`src/rtl/dts_pkg.sv`:
```
package dts_pkg;
  typedef enum logic [2:0] {
    ST_IDLE, ST_DEV, ST_AHI, ST_ALO, ST_WR, ST_RD, ST_SKIP
  } phase_e;

  // strobes from control to datapath
  typedef struct packed {
    logic shiftIn;
    logic bitInc;
    logic loadTx;
    logic txNext;
    logic bitClr;
    logic ackDrive;
    logic sdaRel;
    logic hiLoad;
    logic cntLoad;
    logic cntInc;
    logic wrStb;
    logic tgtReg;
  } ctl_t;

  // observations from datapath to control
  typedef struct packed {
    logic       sclRise;
    logic       sclFall;
    logic       startDet;
    logic       stopDet;
    logic       sdaLvl;
    logic       bitsDone;
    logic [7:0] rxByte;
  } obs_t;

  localparam logic [3:0] PFX_MEM = 4'b1010;
  localparam logic [3:0] PFX_REG = 4'b1101;
  localparam logic [2:0] DEV_SEL = 3'b111;
endpackage

```
`src/rtl/dts_datapath.sv`:
```
module dts_datapath
  import dts_pkg::*;
#(
  parameter int MEM_AW = 16,
  parameter int REG_AW = 6
) (
  input  logic              clk,
  input  logic              rstN,
  input  logic              sclIn,
  input  logic              sdaIn,
  input  ctl_t              ctl,
  input  logic [7:0]        rdData,
  output obs_t              obs,
  output logic [MEM_AW-1:0] effAddr,
  output logic [7:0]        shiftOut,
  output logic              sdaOe
);
  localparam logic [MEM_AW-1:0] REG_MASK = MEM_AW'((1 << REG_AW) - 1);
  localparam int SYNC_N = 2;

  logic [SYNC_N-1:0] sclPipe, sdaPipe;
  logic sclQ, sdaQ;
  logic sclS, sdaS;
  logic [7:0] shiftReg;
  logic [3:0] bitCnt;
  logic [7:0] addrHi;
  logic [MEM_AW-1:0] cnt;
  logic [MEM_AW-1:0] maskSel;
  logic [15:0] wordAddr;

  assign sclS = sclPipe[SYNC_N-1];
  assign sdaS = sdaPipe[SYNC_N-1];

  always_ff @(posedge clk or negedge rstN) begin
    if (!rstN) begin
      sclPipe <= '1;
      sdaPipe <= '1;
      sclQ    <= 1'b1;
      sdaQ    <= 1'b1;
    end else begin
      sclPipe <= {sclPipe[SYNC_N-2:0], sclIn};
      sdaPipe <= {sdaPipe[SYNC_N-2:0], sdaIn};
      sclQ    <= sclS;
      sdaQ    <= sdaS;
    end
  end

  always_comb begin
    obs.sclRise  = sclS & ~sclQ;
    obs.sclFall  = ~sclS & sclQ;
    obs.startDet = sclS & sclQ & sdaQ & ~sdaS;
    obs.stopDet  = sclS & sclQ & ~sdaQ & sdaS;
    obs.sdaLvl   = sdaS;
    obs.bitsDone = (bitCnt == 4'd8);
    obs.rxByte   = shiftReg;
  end

  assign maskSel  = ctl.tgtReg ? REG_MASK : '1;
  assign effAddr  = cnt & maskSel;
  assign wordAddr = {addrHi, shiftReg};
  assign shiftOut = shiftReg;

  always_ff @(posedge clk or negedge rstN) begin
    if (!rstN) begin
      shiftReg <= '0;
      bitCnt   <= '0;
      addrHi   <= '0;
      cnt      <= '0;
      sdaOe    <= 1'b0;
    end else begin
      if (ctl.loadTx) begin
        shiftReg <= rdData;
        bitCnt   <= '0;
      end else if (ctl.txNext) begin
        shiftReg <= {shiftReg[6:0], 1'b0};
      end else if (ctl.shiftIn) begin
        shiftReg <= {shiftReg[6:0], sdaS};
        bitCnt   <= bitCnt + 4'd1;
      end else if (ctl.bitInc) begin
        bitCnt <= bitCnt + 4'd1;
      end else if (ctl.bitClr) begin
        bitCnt <= '0;
      end

      if (ctl.loadTx)        sdaOe <= ~rdData[7];
      else if (ctl.txNext)   sdaOe <= ~shiftReg[6];
      else if (ctl.ackDrive) sdaOe <= 1'b1;
      else if (ctl.sdaRel)   sdaOe <= 1'b0;

      if (ctl.hiLoad) addrHi <= shiftReg;

      if (ctl.cntLoad)                  cnt <= MEM_AW'(wordAddr) & maskSel;
      else if (ctl.cntInc | ctl.loadTx) cnt <= (effAddr + MEM_AW'(1)) & maskSel;
    end
  end
endmodule

```
`src/rtl/dts_control.sv`:
```
module dts_control
  import dts_pkg::*;
#(
  parameter int REG_AW = 6,
  parameter logic [REG_AW-1:0] STATUS_ADDR = '1
) (
  input  logic              clk,
  input  logic              rstN,
  input  obs_t              obs,
  input  logic              wrEnLatch,
  input  logic [REG_AW-1:0] regLow,
  output ctl_t              ctl
);
  phase_e state, nxt;
  logic inAck, nInAck;
  logic curTgt, nCurTgt;
  logic isRead, nRead;
  logic pendRand, nPend;
  logic lastTgt, nLast;
  logic statusWr, nStat;
  logic dataSeen, nSeen;
  logic mAck, nMAck;
  logic pfxOk, selOk, byteTgt, badRand, devAck, wrAck;

  always_comb begin
    pfxOk   = (obs.rxByte[7:4] == PFX_MEM) || (obs.rxByte[7:4] == PFX_REG);
    selOk   = (obs.rxByte[3:1] == DEV_SEL);
    byteTgt = (obs.rxByte[7:4] == PFX_REG);
    badRand = obs.rxByte[0] && pendRand && (byteTgt != lastTgt);
    devAck  = pfxOk && selOk && !badRand;
    wrAck   = wrEnLatch && !(statusWr && dataSeen);
  end

  always_comb begin
    ctl        = '0;
    ctl.tgtReg = curTgt;
    nxt     = state;
    nInAck  = inAck;
    nCurTgt = curTgt;
    nRead   = isRead;
    nPend   = pendRand;
    nLast   = lastTgt;
    nStat   = statusWr;
    nSeen   = dataSeen;
    nMAck   = mAck;
    if (obs.startDet) begin
      nxt        = ST_DEV;
      nInAck     = 1'b0;
      ctl.sdaRel = 1'b1;
      ctl.bitClr = 1'b1;
    end else if (obs.stopDet) begin
      nxt        = ST_IDLE;
      nInAck     = 1'b0;
      nPend      = 1'b0;
      ctl.sdaRel = 1'b1;
      ctl.bitClr = 1'b1;
    end else begin
      case (state)
        ST_DEV, ST_AHI, ST_ALO, ST_WR: begin
          if (!inAck) begin
            if (obs.sclRise && !obs.bitsDone) ctl.shiftIn = 1'b1;
            if (obs.sclFall && obs.bitsDone) begin
              case (state)
                ST_DEV: begin
                  if (devAck) begin
                    ctl.ackDrive = 1'b1;
                    nInAck  = 1'b1;
                    nCurTgt = byteTgt;
                    nRead   = obs.rxByte[0];
                    if (obs.rxByte[0]) nPend = 1'b0;
                    else               nLast = byteTgt;
                  end else begin
                    nxt = ST_SKIP;
                  end
                end
                ST_AHI: begin
                  ctl.hiLoad   = 1'b1;
                  ctl.ackDrive = 1'b1;
                  nInAck       = 1'b1;
                end
                ST_ALO: begin
                  ctl.cntLoad  = 1'b1;
                  ctl.ackDrive = 1'b1;
                  nInAck       = 1'b1;
                  nPend        = 1'b1;
                end
                default: begin
                  nPend = 1'b0;
                  if (wrAck) begin
                    ctl.wrStb    = 1'b1;
                    ctl.cntInc   = 1'b1;
                    ctl.ackDrive = 1'b1;
                    nInAck       = 1'b1;
                    nSeen        = 1'b1;
                  end else begin
                    nxt = ST_SKIP;
                  end
                end
              endcase
            end
          end else if (obs.sclFall) begin
            nInAck     = 1'b0;
            ctl.bitClr = 1'b1;
            ctl.sdaRel = 1'b1;
            case (state)
              ST_DEV: begin
                if (isRead) begin
                  ctl.loadTx = 1'b1;
                  nxt        = ST_RD;
                end else begin
                  nxt = ST_AHI;
                end
              end
              ST_AHI: nxt = ST_ALO;
              ST_ALO: begin
                nxt   = ST_WR;
                nStat = curTgt && (regLow == STATUS_ADDR);
                nSeen = 1'b0;
              end
              default: nxt = ST_WR;
            endcase
          end
        end
        ST_RD: begin
          if (!inAck) begin
            if (obs.sclRise && !obs.bitsDone) ctl.bitInc = 1'b1;
            if (obs.sclFall) begin
              if (obs.bitsDone) begin
                ctl.sdaRel = 1'b1;
                nInAck     = 1'b1;
              end else begin
                ctl.txNext = 1'b1;
              end
            end
          end else begin
            if (obs.sclRise) nMAck = ~obs.sdaLvl;
            if (obs.sclFall) begin
              nInAck = 1'b0;
              if (mAck) begin
                ctl.loadTx = 1'b1;
              end else begin
                nxt        = ST_SKIP;
                ctl.sdaRel = 1'b1;
              end
            end
          end
        end
        default: ;
      endcase
    end
  end

  always_ff @(posedge clk or negedge rstN) begin
    if (!rstN) begin
      state    <= ST_IDLE;
      inAck    <= 1'b0;
      curTgt   <= 1'b0;
      isRead   <= 1'b0;
      pendRand <= 1'b0;
      lastTgt  <= 1'b0;
      statusWr <= 1'b0;
      dataSeen <= 1'b0;
      mAck     <= 1'b0;
    end else begin
      state    <= nxt;
      inAck    <= nInAck;
      curTgt   <= nCurTgt;
      isRead   <= nRead;
      pendRand <= nPend;
      lastTgt  <= nLast;
      statusWr <= nStat;
      dataSeen <= nSeen;
      mAck     <= nMAck;
    end
  end
endmodule

```
`src/rtl/dual_target_i2c_slave.sv`:
```
module dual_target_i2c_slave
  import dts_pkg::*;
#(
  parameter int MEM_AW = 16,
  parameter int REG_AW = 6,
  parameter logic [REG_AW-1:0] STATUS_ADDR = '1
) (
  input  logic              clk,
  input  logic              rstN,
  input  logic              sclIn,
  input  logic              sdaIn,
  output logic              sdaOe,
  input  logic              wrEnLatch,
  output logic [MEM_AW-1:0] busAddr,
  output logic              busTgt,
  output logic              busWr,
  output logic [7:0]        busWData,
  input  logic [7:0]        busRdData
);
  ctl_t ctl;
  obs_t obs;
  logic [MEM_AW-1:0] effAddr;

  dts_datapath #(.MEM_AW(MEM_AW), .REG_AW(REG_AW)) uDp (
    .clk(clk), .rstN(rstN), .sclIn(sclIn), .sdaIn(sdaIn),
    .ctl(ctl), .rdData(busRdData), .obs(obs), .effAddr(effAddr),
    .shiftOut(busWData), .sdaOe(sdaOe)
  );

  dts_control #(.REG_AW(REG_AW), .STATUS_ADDR(STATUS_ADDR)) uCtl (
    .clk(clk), .rstN(rstN), .obs(obs), .wrEnLatch(wrEnLatch),
    .regLow(effAddr[REG_AW-1:0]), .ctl(ctl)
  );

  assign busAddr = effAddr;
  assign busTgt  = ctl.tgtReg;
  assign busWr   = ctl.wrStb;
endmodule

```
`config.mk`:
```
export PLATFORM = sky130hd
export DESIGN_NAME = dual_target_i2c_slave
export DESIGN_NICKNAME = d
export VERILOG_FILES = /design/src/rtl/dts_pkg.sv /design/src/rtl/dts_datapath.sv /design/src/rtl/dts_control.sv /design/src/rtl/dual_target_i2c_slave.sv
export SDC_FILE = /design/constraint.sdc
export NUM_CORES = 1
export LEC_CHECK = 0
export BUFFER_PORTS_ARGS = -buffer_cell sky130_fd_sc_hd__buf_2
export CAP_MARGIN = 20
export CORE_MARGIN = 5
export CORE_UTILIZATION = 45
export DETAILED_ROUTE_END_ITERATION = 10
export SLEW_MARGIN = 0
export SYNTH_ARGS = -nofsm -noshare
export SYNTH_HDL_FRONTEND = slang
export SYNTH_SLANG_ARGS = --single-unit
```
`constraint.sdc`:
```
create_clock -name clk -period 5.2 [get_ports clk]
set_clock_uncertainty 0.2 [all_clocks]
set_input_delay 0.78 -clock clk [delete_from_list [all_inputs] [get_ports clk]]
set_output_delay 0.78 -clock clk [all_outputs]
set_load 0.01 [all_outputs]
```
==> results of run 1 <==
[report_power, final]
| group | internal [mW] | switching (mW) |
|---|---|---|
| logic | 0.163 | 0.212 |
| registers | 0.476 | 0.144 |
| clock network | 0.145 | 0.152 |
| total | 0.784 | 0.509 |
[metal layers]
| metal | GRT usage, % | part of all wire, % | up-vias |
|---|---|---|---|
| met1 | 28.1 | 51 | 1376 |
| met3 | 2.94 | 4.7 | 6 |
| met5 | 0 | 0 | - |
| met4 | 3.94 | 0.72 | 0 |
| met2 | 26.6 | 44 | 64 |
| li1 | - | - | 1346 |
[registers in the layout, summed over array words and instances (netlist names), 2 cells and up]
register      cells
uDp.addrHi        8
uDp.sclPipe       2
uDp.cnt          16
uDp.sdaPipe       2
uDp.shiftOut      8
uCtl.state        3
uDp.bitCnt        4
[cells by family (layout without fill, tap and decap cells)]
kind of cell | after synthesis | in the layout
mux | 21 | 21
xor+xnor | 6 | 6
buf+inv | 48 | 59
compound gates | 99 | 99
fa+ha+maj | 3 | 3
simple gates | 132 | 132
flops | 54 | 54
[worst register-to-register path, cell delays in order (launching register included)]
cell,delay (ns)
dfrtp_1,0.44
inv_1,0.08
ha_1,0.16
and3b_1,0.34
nand4_1,0.69
nor2_1,0.69
a32oi_1,0.11
o21ai_1,0.11
[placed cells by master, fill, tap and decap left out, types with 4 or more instances in the layout]
master     n
a211oi_1   5
a21oi_1   18
a31oi_1    7
a32oi_1    7
and3_1     9
and3b_1    4
buf_2     39
clkbuf_8   5
dfrtp_1   48
dfstp_2    6
inv_1     10
mux2_1    12
mux2i_1    9
nand2_1   31
nand2b_1   4
nand3_1   16
nand4_1    8
nor2_1    17
nor2b_1   11
o211ai_1   4
o21ai_0   10
o21ai_1   20
xnor2_1    4
[cell type report]
class                   count  area (um2)  share of cell area (%)
clock buffers               5        68.8                    1.89
repair buffers             40         203                    5.58
clock inverters             3        43.8                    1.21
multi-input cells         261        1790                    49.4
flip-flops and latches     54        1360                    37.4
well taps                  99         124                    3.41
inverters                  11        41.3                    1.14
[metrics by stage]
step                instance area [um2]  total power [mW]  setup WS, ns  cells
global route                       3630              1.38          2.02    473
detailed placement                 3520              1.00          2.38    465
CTS                                3630              1.30          2.14    473
finish                             3630              1.29          2.14    473
floorplan                          3430             0.914          2.74    363
global placement                   3520             0.998          2.43    465
[cell usage after synthesis, types with 3 or more instances]
| master | instances |
|---|---|
| o21ai_1 | 20 |
| clkbuf_1 | 7 |
| o31ai_1 | 3 |
| o211ai_1 | 4 |
| nand2b_1 | 4 |
| a21oi_1 | 18 |
| nand3b_1 | 3 |
| nor3_1 | 3 |
| o21a_1 | 3 |
| and3_1 | 9 |
| mux2i_1 | 9 |
| a211oi_1 | 5 |
| nand4_1 | 8 |
| buf_2 | 10 |
| inv_1 | 10 |
| dfstp_2 | 6 |
| buf_6 | 3 |
| nor2b_1 | 11 |
| ha_1 | 3 |
| a32oi_1 | 7 |
| a31oi_1 | 7 |
| mux2_1 | 12 |
| o21ai_0 | 10 |
| and4b_1 | 3 |
| nor3_2 | 3 |
| nand3_1 | 16 |
| and3b_1 | 4 |
| dfrtp_1 | 48 |
| nand2_1 | 31 |
| xnor2_1 | 4 |
| a211oi_2 | 3 |
| buf_4 | 16 |
| nor2_1 | 17 |
[worst min-delay path by stage]
stage | depth (start not counted) | end | start
after floorplan | 0 | uDp.sclPipe[1] | uDp.sclPipe[0]
after global placement | 0 | uDp.sclPipe[1] | uDp.sclPipe[0]
after detailed placement | 0 | uDp.sdaPipe[1] | uDp.sdaPipe[0]
after CTS | 0 | uDp.sdaPipe[1] | uDp.sdaPipe[0]
after global routing | 0 | uDp.sdaPipe[1] | uDp.sdaPipe[0]
final | 0 | uDp.sdaPipe[1] | uDp.sdaPipe[0]
==> results.sh, run 1 <==
export IMPL_status="completed"
export IMPL_synthXorXnorAreaFrac_pct=1.53
export IMPL_grt_pass1_vias=2693
export IMPL_startpoint_type="register"
export IMPL_path_delay_family="simple AND/OR/NAND/NOR gates"
export IMPL_hold_viol=0
export IMPL_power_per_cell_area_nw_per_um2=356
export IMPL_fillers=725
export IMPL_fin_crit_sh_pct=58.9
export IMPL_area_delta_synth_final_pct=5.99
export IMPL_synth_edff_count=0
export IMPL_cts_sinks=54
export IMPL_cts_tree="yes"
export IMPL_yosys_top_cells_area="dfrtp_1 (35%), dfstp_2 (4.6%), mux2_1 (3.9%)"
export IMPL_cts_buffers=5
export IMPL_cap_violations=0
export IMPL_synth_warnings=0
export IMPL_rows=31
export IMPL_drive_above_1_share_pct=19.8
export IMPL_viasPerCell=5.90
export IMPL_grt_max_degree=55
export IMPL_die_area_um2=9460
export IMPL_syn_nets=379
export IMPL_leakagePower_nw=1.57
export IMPL_worstSetupStartpoint="uDp.bitCnt[0]"
export IMPL_clockBufferDepth=2
export IMPL_overflow=0
export IMPL_slew_headroom_pct=35.6
export IMPL_antenna_cells=0
export IMPL_crit_top_cell="inv_1"
export IMPL_worst_r2r_setup_slack_ns=2.31
export IMPL_dr_pass1_iters=4
export IMPL_required_ns=4.22
export IMPL_clock_latency_ns=0.31
export IMPL_die_y_um=97.3
export IMPL_ios=40
export IMPL_r2r_start="uDp.bitCnt[0]"
export IMPL_synth_cell_types=65
export IMPL_drt_iter0_markers=171
export IMPL_dr_total_vias=2792
export IMPL_crit_buf_inv=3
export IMPL_h_tree_depth=2
export IMPL_synth_compound_area_share_pct=20.4
export IMPL_cts_root_buf="clkbuf_8"
export IMPL_ant_nets=0
export IMPL_finalSetupTns_ns=0
export IMPL_max_freq_mhz=327
export IMPL_synth_main_ff_cell="dfrtp_1"
export IMPL_synth_seq_cells=54
export IMPL_clk_pin_slew_ns=0.11
export IMPL_cts_setup_buffers=0
export IMPL_r2r_end="uDp.cnt[10]"
export IMPL_core_area_um2=7330
export IMPL_cp_cell_sequence="inv_1, ha_1, and3b_1, nand4_2, inv_1, buf_2"
export IMPL_portBuffers=39
export IMPL_hold_worst_slack_ns=0.160
export IMPL_synth_top_area_share_pct=35.0
export IMPL_cp_end_kind="primary output"
export IMPL_syn_inst=363
export IMPL_hold_buffers=0
export IMPL_yosysTopAreaCell="dfrtp_1"
export IMPL_antenna_found_initial=0
export IMPL_synth_simple_area_share_pct=22.8
export IMPL_vdd_drop_max_mv=0.204
export IMPL_synth_top_family_by_area="simple AND/OR/NAND/NOR gates"
export IMPL_cts_resized_gates=0
export IMPL_syn_mean_instance_area_um2=9.44
export IMPL_rsz0062_at_grt="false"
export IMPL_drt_drc_violations_left=0
export IMPL_routed_wl_um=8420
export IMPL_synthAdderAreaFrac_pct=1.09
export IMPL_gp_congestion=0.844
export IMPL_period_needed_ns=3.06
export IMPL_fin_util_pct=49.6
export IMPL_netlist_area_um2=3430
export IMPL_grt_first_pass_wirelength_um=14200
export IMPL_criticalPathCategory="reg2out"
export IMPL_tightest_slew_ns=0.966
export IMPL_rr_worst_depth=7
export IMPL_initial_core_util_pct=46.8
export IMPL_wl_per_cell_um=17.8
export IMPL_grt_usage_pct=18.2
export IMPL_setup_violations=0
export IMPL_slowest_stage="nand4_2"
export IMPL_endpoint="busWr"
export IMPL_dp_final_hpwl_um=6100
export IMPL_crit_arrival_ns=2.08
export IMPL_crit_cells=6
export IMPL_min_path_type="reg2reg"
export IMPL_seq_area_frac_synth_pct=39.6
export IMPL_async_reset_ff_share_pct=100
export IMPL_crit_fanout=14
export IMPL_muxShareOfSynthArea_pct=6.57
export IMPL_slew_violations=0
export IMPL_cpPeakStageDelay_ns=0.46
export IMPL_final_nets=389
export IMPL_die_x_um=97.3
Power figures use the tool's default switching activity.
==> inputs of run 2 (changes only) <==
ABC_AREA = 1   (was default)
clock period = 3.05 ns   (was 5.2 ns; I/O delays follow)
==> run 2 against run 1 <==
Net effect:
- the flow now finishes with violations (hold timing)
- synthesized area decreased by 1.7%
- cell count grew 22%
- sequential share of layout area barely moved
- sequential power increased by 54%
- sequential cell count is the same
- combinational power increased by 110%
- hold slack worse by 0.18 ns
- clock-buffer cell count is 1 higher
- wire length shrank 5.3%
==> results.sh, run 2 <==
export IMPL_required_ns=2.39
export IMPL_cts_sinks=54
export IMPL_swShare_pct=39.9
export IMPL_viasPerCell=5.11
export IMPL_syn_mean_instance_area_um2=7.42
export IMPL_top_usage_layer="met2"
export IMPL_grt_pass1_vias=2784
export IMPL_h_tree_depth=2
export IMPL_yosys_top_cells_area="dfrtp_1 (36%), nand2_1 (13%), inv_1 (6.2%)"
export IMPL_layout_common_cells="nand2_1 (113), inv_1 (56), dfrtp_1 (48), o21ai_0 (40), buf_2 (39)"
export IMPL_slew_headroom_pct=53.0
export IMPL_min_path_type="in2async"
export IMPL_rsz0062_at_grt="false"
export IMPL_status="finished with violations"
export IMPL_cts_root_buf="clkbuf_8"
export IMPL_overflow=0
export IMPL_fillers=734
export IMPL_dr_pass1_iters=4
export IMPL_gr_usage_met2_pct=32.5
export IMPL_drt_drc_violations_left=0
export IMPL_syn_nets=470
export IMPL_antenna_found_initial=0
export IMPL_largest_register="uDp.cnt"
export IMPL_drive_above_1_share_pct=17.8
export IMPL_yosysTopAreaCell="dfrtp_1"
export IMPL_antenna_cells=0
export IMPL_place_ws_ns=0.636
export IMPL_worst_r2r_setup_slack_ns=0.62
export IMPL_area_delta_synth_final_pct=7.72
export IMPL_routed_wl_um=7970
export IMPL_cts_buffers=5
export IMPL_grt_first_pass_wirelength_um=13500
export IMPL_mostFrequentLayoutCell="nand2_1"
export IMPL_period_needed_ns=2.58
export IMPL_grt_max_degree=31
export IMPL_ios=40
export IMPL_clock_latency_ns=0.31
export IMPL_die_x_um=96.5
export IMPL_internal_power_mw=1.34
export IMPL_criticalPathCategory="reg2out"
export IMPL_clockBufferDepth=2
export IMPL_max_freq_mhz=388
export IMPL_async_reset_ff_share_pct=100
export IMPL_gp_congestion=0.935
export IMPL_cts_setup_buffers=0
export IMPL_die_y_um=96.5
export IMPL_yosysMostFrequentCell="nand2_1"
export IMPL_met1_usage_pct=24.1
export IMPL_core_area_um2=7250
export IMPL_ys_top_cells_by_count="nand2_1 (113), inv_1 (56), dfrtp_1 (48)"
export IMPL_netlist_area_um2=3370
export IMPL_power_switching_mw=0.893
export IMPL_slew_violations=0
export IMPL_fin_crit_sh_pct=84.5
export IMPL_synth_top_area_share_pct=35.6
export IMPL_seq_area_frac_synth_pct=40.3
export IMPL_place_inst=569
export IMPL_power_per_cell_area_nw_per_um2=616
export IMPL_dr_total_vias=2947
export IMPL_met3_usage_pct=3.18
export IMPL_rr_worst_depth=10
export IMPL_crit_arrival_ns=1.92
export IMPL_setup_violations=0
export IMPL_hold_viol=26
export IMPL_rows=31
export IMPL_initial_core_util_pct=46.5
export IMPL_worstSetupStartpoint="uDp.bitCnt[0]"
export IMPL_die_area_um2=9320
export IMPL_synth_edff_count=0
export IMPL_hold_buffers=0
export IMPL_startpoint_type="register"
export IMPL_clock_power_share_pct=22.6
export IMPL_violations="hold timing"
export IMPL_synth_seq_cells=54
export IMPL_seqPwrFrac_pct=42.8
export IMPL_synth_warnings=0
export IMPL_tightest_slew_ns=0.704
export IMPL_vdd_drop_max_mv=0.424
export IMPL_cap_violations=0
export IMPL_synth_cell_types=39
export IMPL_ant_nets=0
export IMPL_cts_tree="yes"
export IMPL_leakagePower_nw=1.89
export IMPL_grt_usage_pct=18.8
export IMPL_setup_ws_ns=0.473
export IMPL_portBuffers=39
export IMPL_drt_iter0_markers=155
export IMPL_hold_worst_slack_ns=-0.0163
export IMPL_cp_end_kind="primary output"
export IMPL_syn_inst=454
export IMPL_combPwrFrac_pct=34.6
export IMPL_cts_resized_gates=0
export IMPL_dp_final_hpwl_um=6230
export IMPL_largest_reg_flops=16
export IMPL_r2r_end="uDp.cnt[10]"
export IMPL_wl_per_cell_um=13.8
export IMPL_synth_main_ff_cell="dfrtp_1"
export IMPL_crit_fanout=6
export IMPL_layout_cells_non_filler=577
export IMPL_finalSetupTns_ns=0
export IMPL_r2r_start="uDp.bitCnt[0]"
export IMPL_clk_pin_slew_ns=0.10
export IMPL_final_nets=493
-- run 2: layout make-up --
class                      count  area (um2)  share of cell area (%)
timing repair buffer          43         225                    6.20
inverter                      61         229                    6.31
clock buffer                   6        82.6                    2.28
sequential                    54        1360                    37.4
tap                           99         124                    3.41
clock inverter                 2        38.8                    1.07
multi-input combinational    312        1570                    43.3
-- run 2: worst max path at each step --
stage / slack [ns] / cells past startpoint / endpoint
floorplan: 1.04 / 8 / busWr
global placement: 0.68 / 10 / uDp.cnt[12]
detailed placement: 0.64 / 9 / uDp.cnt[4]
CTS: 0.43 / 9 / busWr
global route: 0.28 / 9 / busWr
finish: 0.47 / 9 / busWr
-- run 2: cells by family after synthesis --
kind of cell             Yosys count  share of synthesized area, %
XOR/XNOR                          12                          3.12
buffers and inverters             88                          13.0
AO/OA/AOI/OAI                     77                          13.1
adder cells (fa/ha/maj)            3                          1.11
AND/OR/NAND/NOR                  220                          29.3
flip-flops                        54                          40.3
-- run 2: layer usage --
metal	vias to the layer above	wire (um)
li1	1488	-
met1	1373	3550
met2	76	3960
met3	10	340
met4	0	121
met5	-	0
-- run 2: critical path, cell delays in order, from the launching register on --
cell and delay, ns:
dfrtp_1 0.41, inv_1 0.09, ha_1 0.14, nand3_1 0.13, nor2_2 0.24, nand2_1 0.15
nor2_4 0.18, nand2_4 0.10, inv_1 0.06, buf_2 0.12
-- run 2: power by group through the flow --
stage                     clock network, mW  registers [mW]  logic, mW
after detailed placement                  0           0.968      0.775
after global routing                  0.560           0.972      0.887
final                                 0.506           0.957      0.773
after global placement                    0           0.967      0.765
after CTS                             0.529           0.956      0.778
after floorplan                           0           0.917      0.674
-- run 2: through the flow --
stage	power, mW	util [%]	instance area [um2]	hold WS [ns]
6_report	2.24	50.0	3630	-0.0163
5_1_grt	2.42	50.0	3630	0.0132
4_1_cts	2.26	50.0	3630	0.00792
3_5_place_dp	1.74	48.4	3510	0.147
3_3_place_gp	1.73	48.4	3510	0.147
2_1_floorplan	1.59	-	3370	-0.0381
==> inputs of run 3 (changes only) <==
clock period = 2.4 ns   (was 3.05 ns; I/O delays follow)
==> run 3 against run 2 <==
Net effect:
- hold slack improved by 0.16 ns
- the run now ends clean
- cell count rose by 2.6%
- power rose by 27%
- first-iteration DRC count rose by 17%
- clock power rose by 2%
- non-clock buffer count rose by 15
- wire length rose by 4.1%
==> results.sh, run 3 (synthesis results as in run 2) <==
export IMPL_max_freq_mhz=442
export IMPL_cts_root_buf="clkbuf_8"
export IMPL_drt_iter0_markers=181
export IMPL_crit_top_cell="nor2_4"
export IMPL_min_path_type="in2reg"
export IMPL_mostFrequentLayoutCell="nand2_1"
export IMPL_cp_end_kind="primary output"
export IMPL_gp_congestion=0.937
export IMPL_setup_violations=0
export IMPL_leakagePower_nw=1.95
export IMPL_grt_usage_pct=19.3
export IMPL_status="completed"
export IMPL_fin_util_pct=51.7
export IMPL_dr_pass1_iters=5
export IMPL_internal_power_mw=1.66
export IMPL_cts_sinks=54
export IMPL_antenna_found_initial=0
export IMPL_grt_max_degree=33
export IMPL_crit_fanout=6
export IMPL_largest_reg_flops=16
export IMPL_core_area_um2=7250
export IMPL_viasPerCell=5.07
export IMPL_clock_latency_ns=0.31
export IMPL_largest_register="uDp.cnt"
export IMPL_path_delay_family="simple AND/OR/NAND/NOR gates"
export IMPL_tightest_slew_ns=0.569
export IMPL_fin_crit_sh_pct=94.3
export IMPL_slew_headroom_pct=62.1
export IMPL_clk_pin_slew_ns=0.10
export IMPL_cpPeakStageDelay_ns=0.45
export IMPL_combPwrFrac_pct=38.6
export IMPL_placed_area_um2=3540
export IMPL_power_switching_mw=1.18
export IMPL_rr_worst_depth=7
export IMPL_crit_arrival_ns=1.70
export IMPL_die_x_um=96.5
export IMPL_r2r_end="uDp.shiftOut[3]"
export IMPL_swShare_pct=41.6
export IMPL_layout_common_cells="nand2_1 (112), inv_1 (56), dfrtp_1 (46), o21ai_0 (40), buf_2 (39)"
export IMPL_startpoint_type="register"
export IMPL_required_ns=1.84
export IMPL_cp_cell_sequence="inv_4, nand2_2, nor2_4, nor2_4, inv_2, nand2_2, nor2_4, nand2_4, inv_1, buf_2"
export IMPL_worst_r2r_setup_slack_ns=0.23
export IMPL_clock_power_share_pct=18.2
export IMPL_h_tree_depth=2
export IMPL_final_nets=508
export IMPL_area_delta_synth_final_pct=11.3
export IMPL_wl_per_cell_um=14.0
export IMPL_dp_final_hpwl_um=6280
export IMPL_antenna_cells=0
export IMPL_period_needed_ns=2.26
export IMPL_die_area_um2=9320
export IMPL_ios=40
export IMPL_layout_cells_non_filler=592
export IMPL_overflow=0
export IMPL_criticalPathCategory="reg2out"
export IMPL_cts_buffers=5
export IMPL_p_total_mw=2.84
export IMPL_cap_violations=0
export IMPL_ant_nets=0
export IMPL_grt_first_pass_wirelength_um=14000
export IMPL_routed_wl_um=8300
export IMPL_crit_cells=10
export IMPL_portBuffers=39
export IMPL_crit_buf_inv=4
export IMPL_slowest_stage="dfrtp_2"
export IMPL_initial_core_util_pct=46.5
export IMPL_cts_tree="yes"
export IMPL_seqPwrFrac_pct=43.2
export IMPL_drt_drc_violations_left=0
export IMPL_clockBufferDepth=2
export IMPL_grt_pass1_vias=2949
export IMPL_drive_above_1_share_pct=20.3
export IMPL_dr_total_vias=3004
export IMPL_fillers=735
export IMPL_vdd_drop_max_mv=0.633
export IMPL_place_inst=572
export IMPL_worstSetupStartpoint="uCtl.state[1]"
export IMPL_slew_violations=0
export IMPL_hold_viol=0
export IMPL_r2r_start="uCtl.inAck"
export IMPL_die_y_um=96.5
export IMPL_power_per_cell_area_nw_per_um2=759
export IMPL_rows=31
export IMPL_hold_worst_slack_ns=0.143
export IMPL_final_cell_area_um2=3750
export IMPL_endpoint="busWr"
-- run 3: changes by cell type in the layout (fill, tap and decap cells not counted), moves of 2 or more --
cell	before	now
dlygate4sd3_1	0	3
nor2_2	6	4
buf_4	4	15
dfrtp_2	0	2
nor2_4	2	4
dfrtp_1	48	46
-- run 3: how the worst min path moves through the flow --
stage | from | to | slack [ns] | cells past startpoint
floorplan | rstN | uCtl.curTgt | -0.14 | 0
global placement | uDp.sclPipe[0] | uDp.sclPipe[1] | 0.15 | 0
detailed placement | uDp.sdaPipe[0] | uDp.sdaPipe[1] | 0.15 | 0
CTS | busRdData[7] | uDp.sdaOe | 0.14 | 4
global route | uDp.sdaPipe[0] | uDp.sdaPipe[1] | 0.17 | 0
finish | busRdData[7] | uDp.sdaOe | 0.14 | 4
-- run 3: metrics by stage --
step / setup TNS (ns) / setup slack [ns]
4_1_cts: 0 / 0.0149
5_1_grt: -0.0114 / -0.0114
6_report: 0 / 0.138
3_5_place_dp: 0 / 0.203
3_3_place_gp: 0 / 0.236
2_1_floorplan: 0 / 0.442
-- run 3: layer usage --
layer	vias to the layer above	track usage (%)	part of all wire (%)
met4	0	5.14	1.5
met2	81	34.7	50
met5	-	0	0
met1	1398	23.7	43
li1	1515	-	-
met3	10	3.56	5.1
-- run 3: power groups by stage --
| stage | registers, mW | clock network, mW | logic [mW] |
|---|---|---|---|
| 6_report | 1.23 | 0.518 | 1.10 |
| 5_1_grt | 1.25 | 0.584 | 1.26 |
| 4_1_cts | 1.22 | 0.538 | 0.998 |
| 3_5_place_dp | 1.23 | 0 | 0.989 |
| 3_3_place_gp | 1.23 | 0 | 0.984 |
| 2_1_floorplan | 1.17 | 0 | 0.856 |
-- run 3: cell type report --
cell class                 instances  area (um2)  area share, %
clock buffer                       6        72.6           1.94
clock inverter                     2        13.8          0.367
inverter                          61         231           6.17
multi-input combinational        312        1590           42.4
sequential                        54        1360           36.3
tap                               99         124           3.30
timing repair buffer              58         358           9.54
-- run 3: tightest hold or removal path, cell delays in order --
cell and delay, ns:
buf_2 0.09, nor2_1 0.04, nor2_1 0.09, nand2_1 0.05
-- run 3: what timing repair did --
action	CTS	global route
pin swaps	1	3
hold endpoints to repair	24	0
buffers inserted	1	8
gates resized for setup	2	5
hold buffers	3	0
endpoints found under the setup margin	1	2
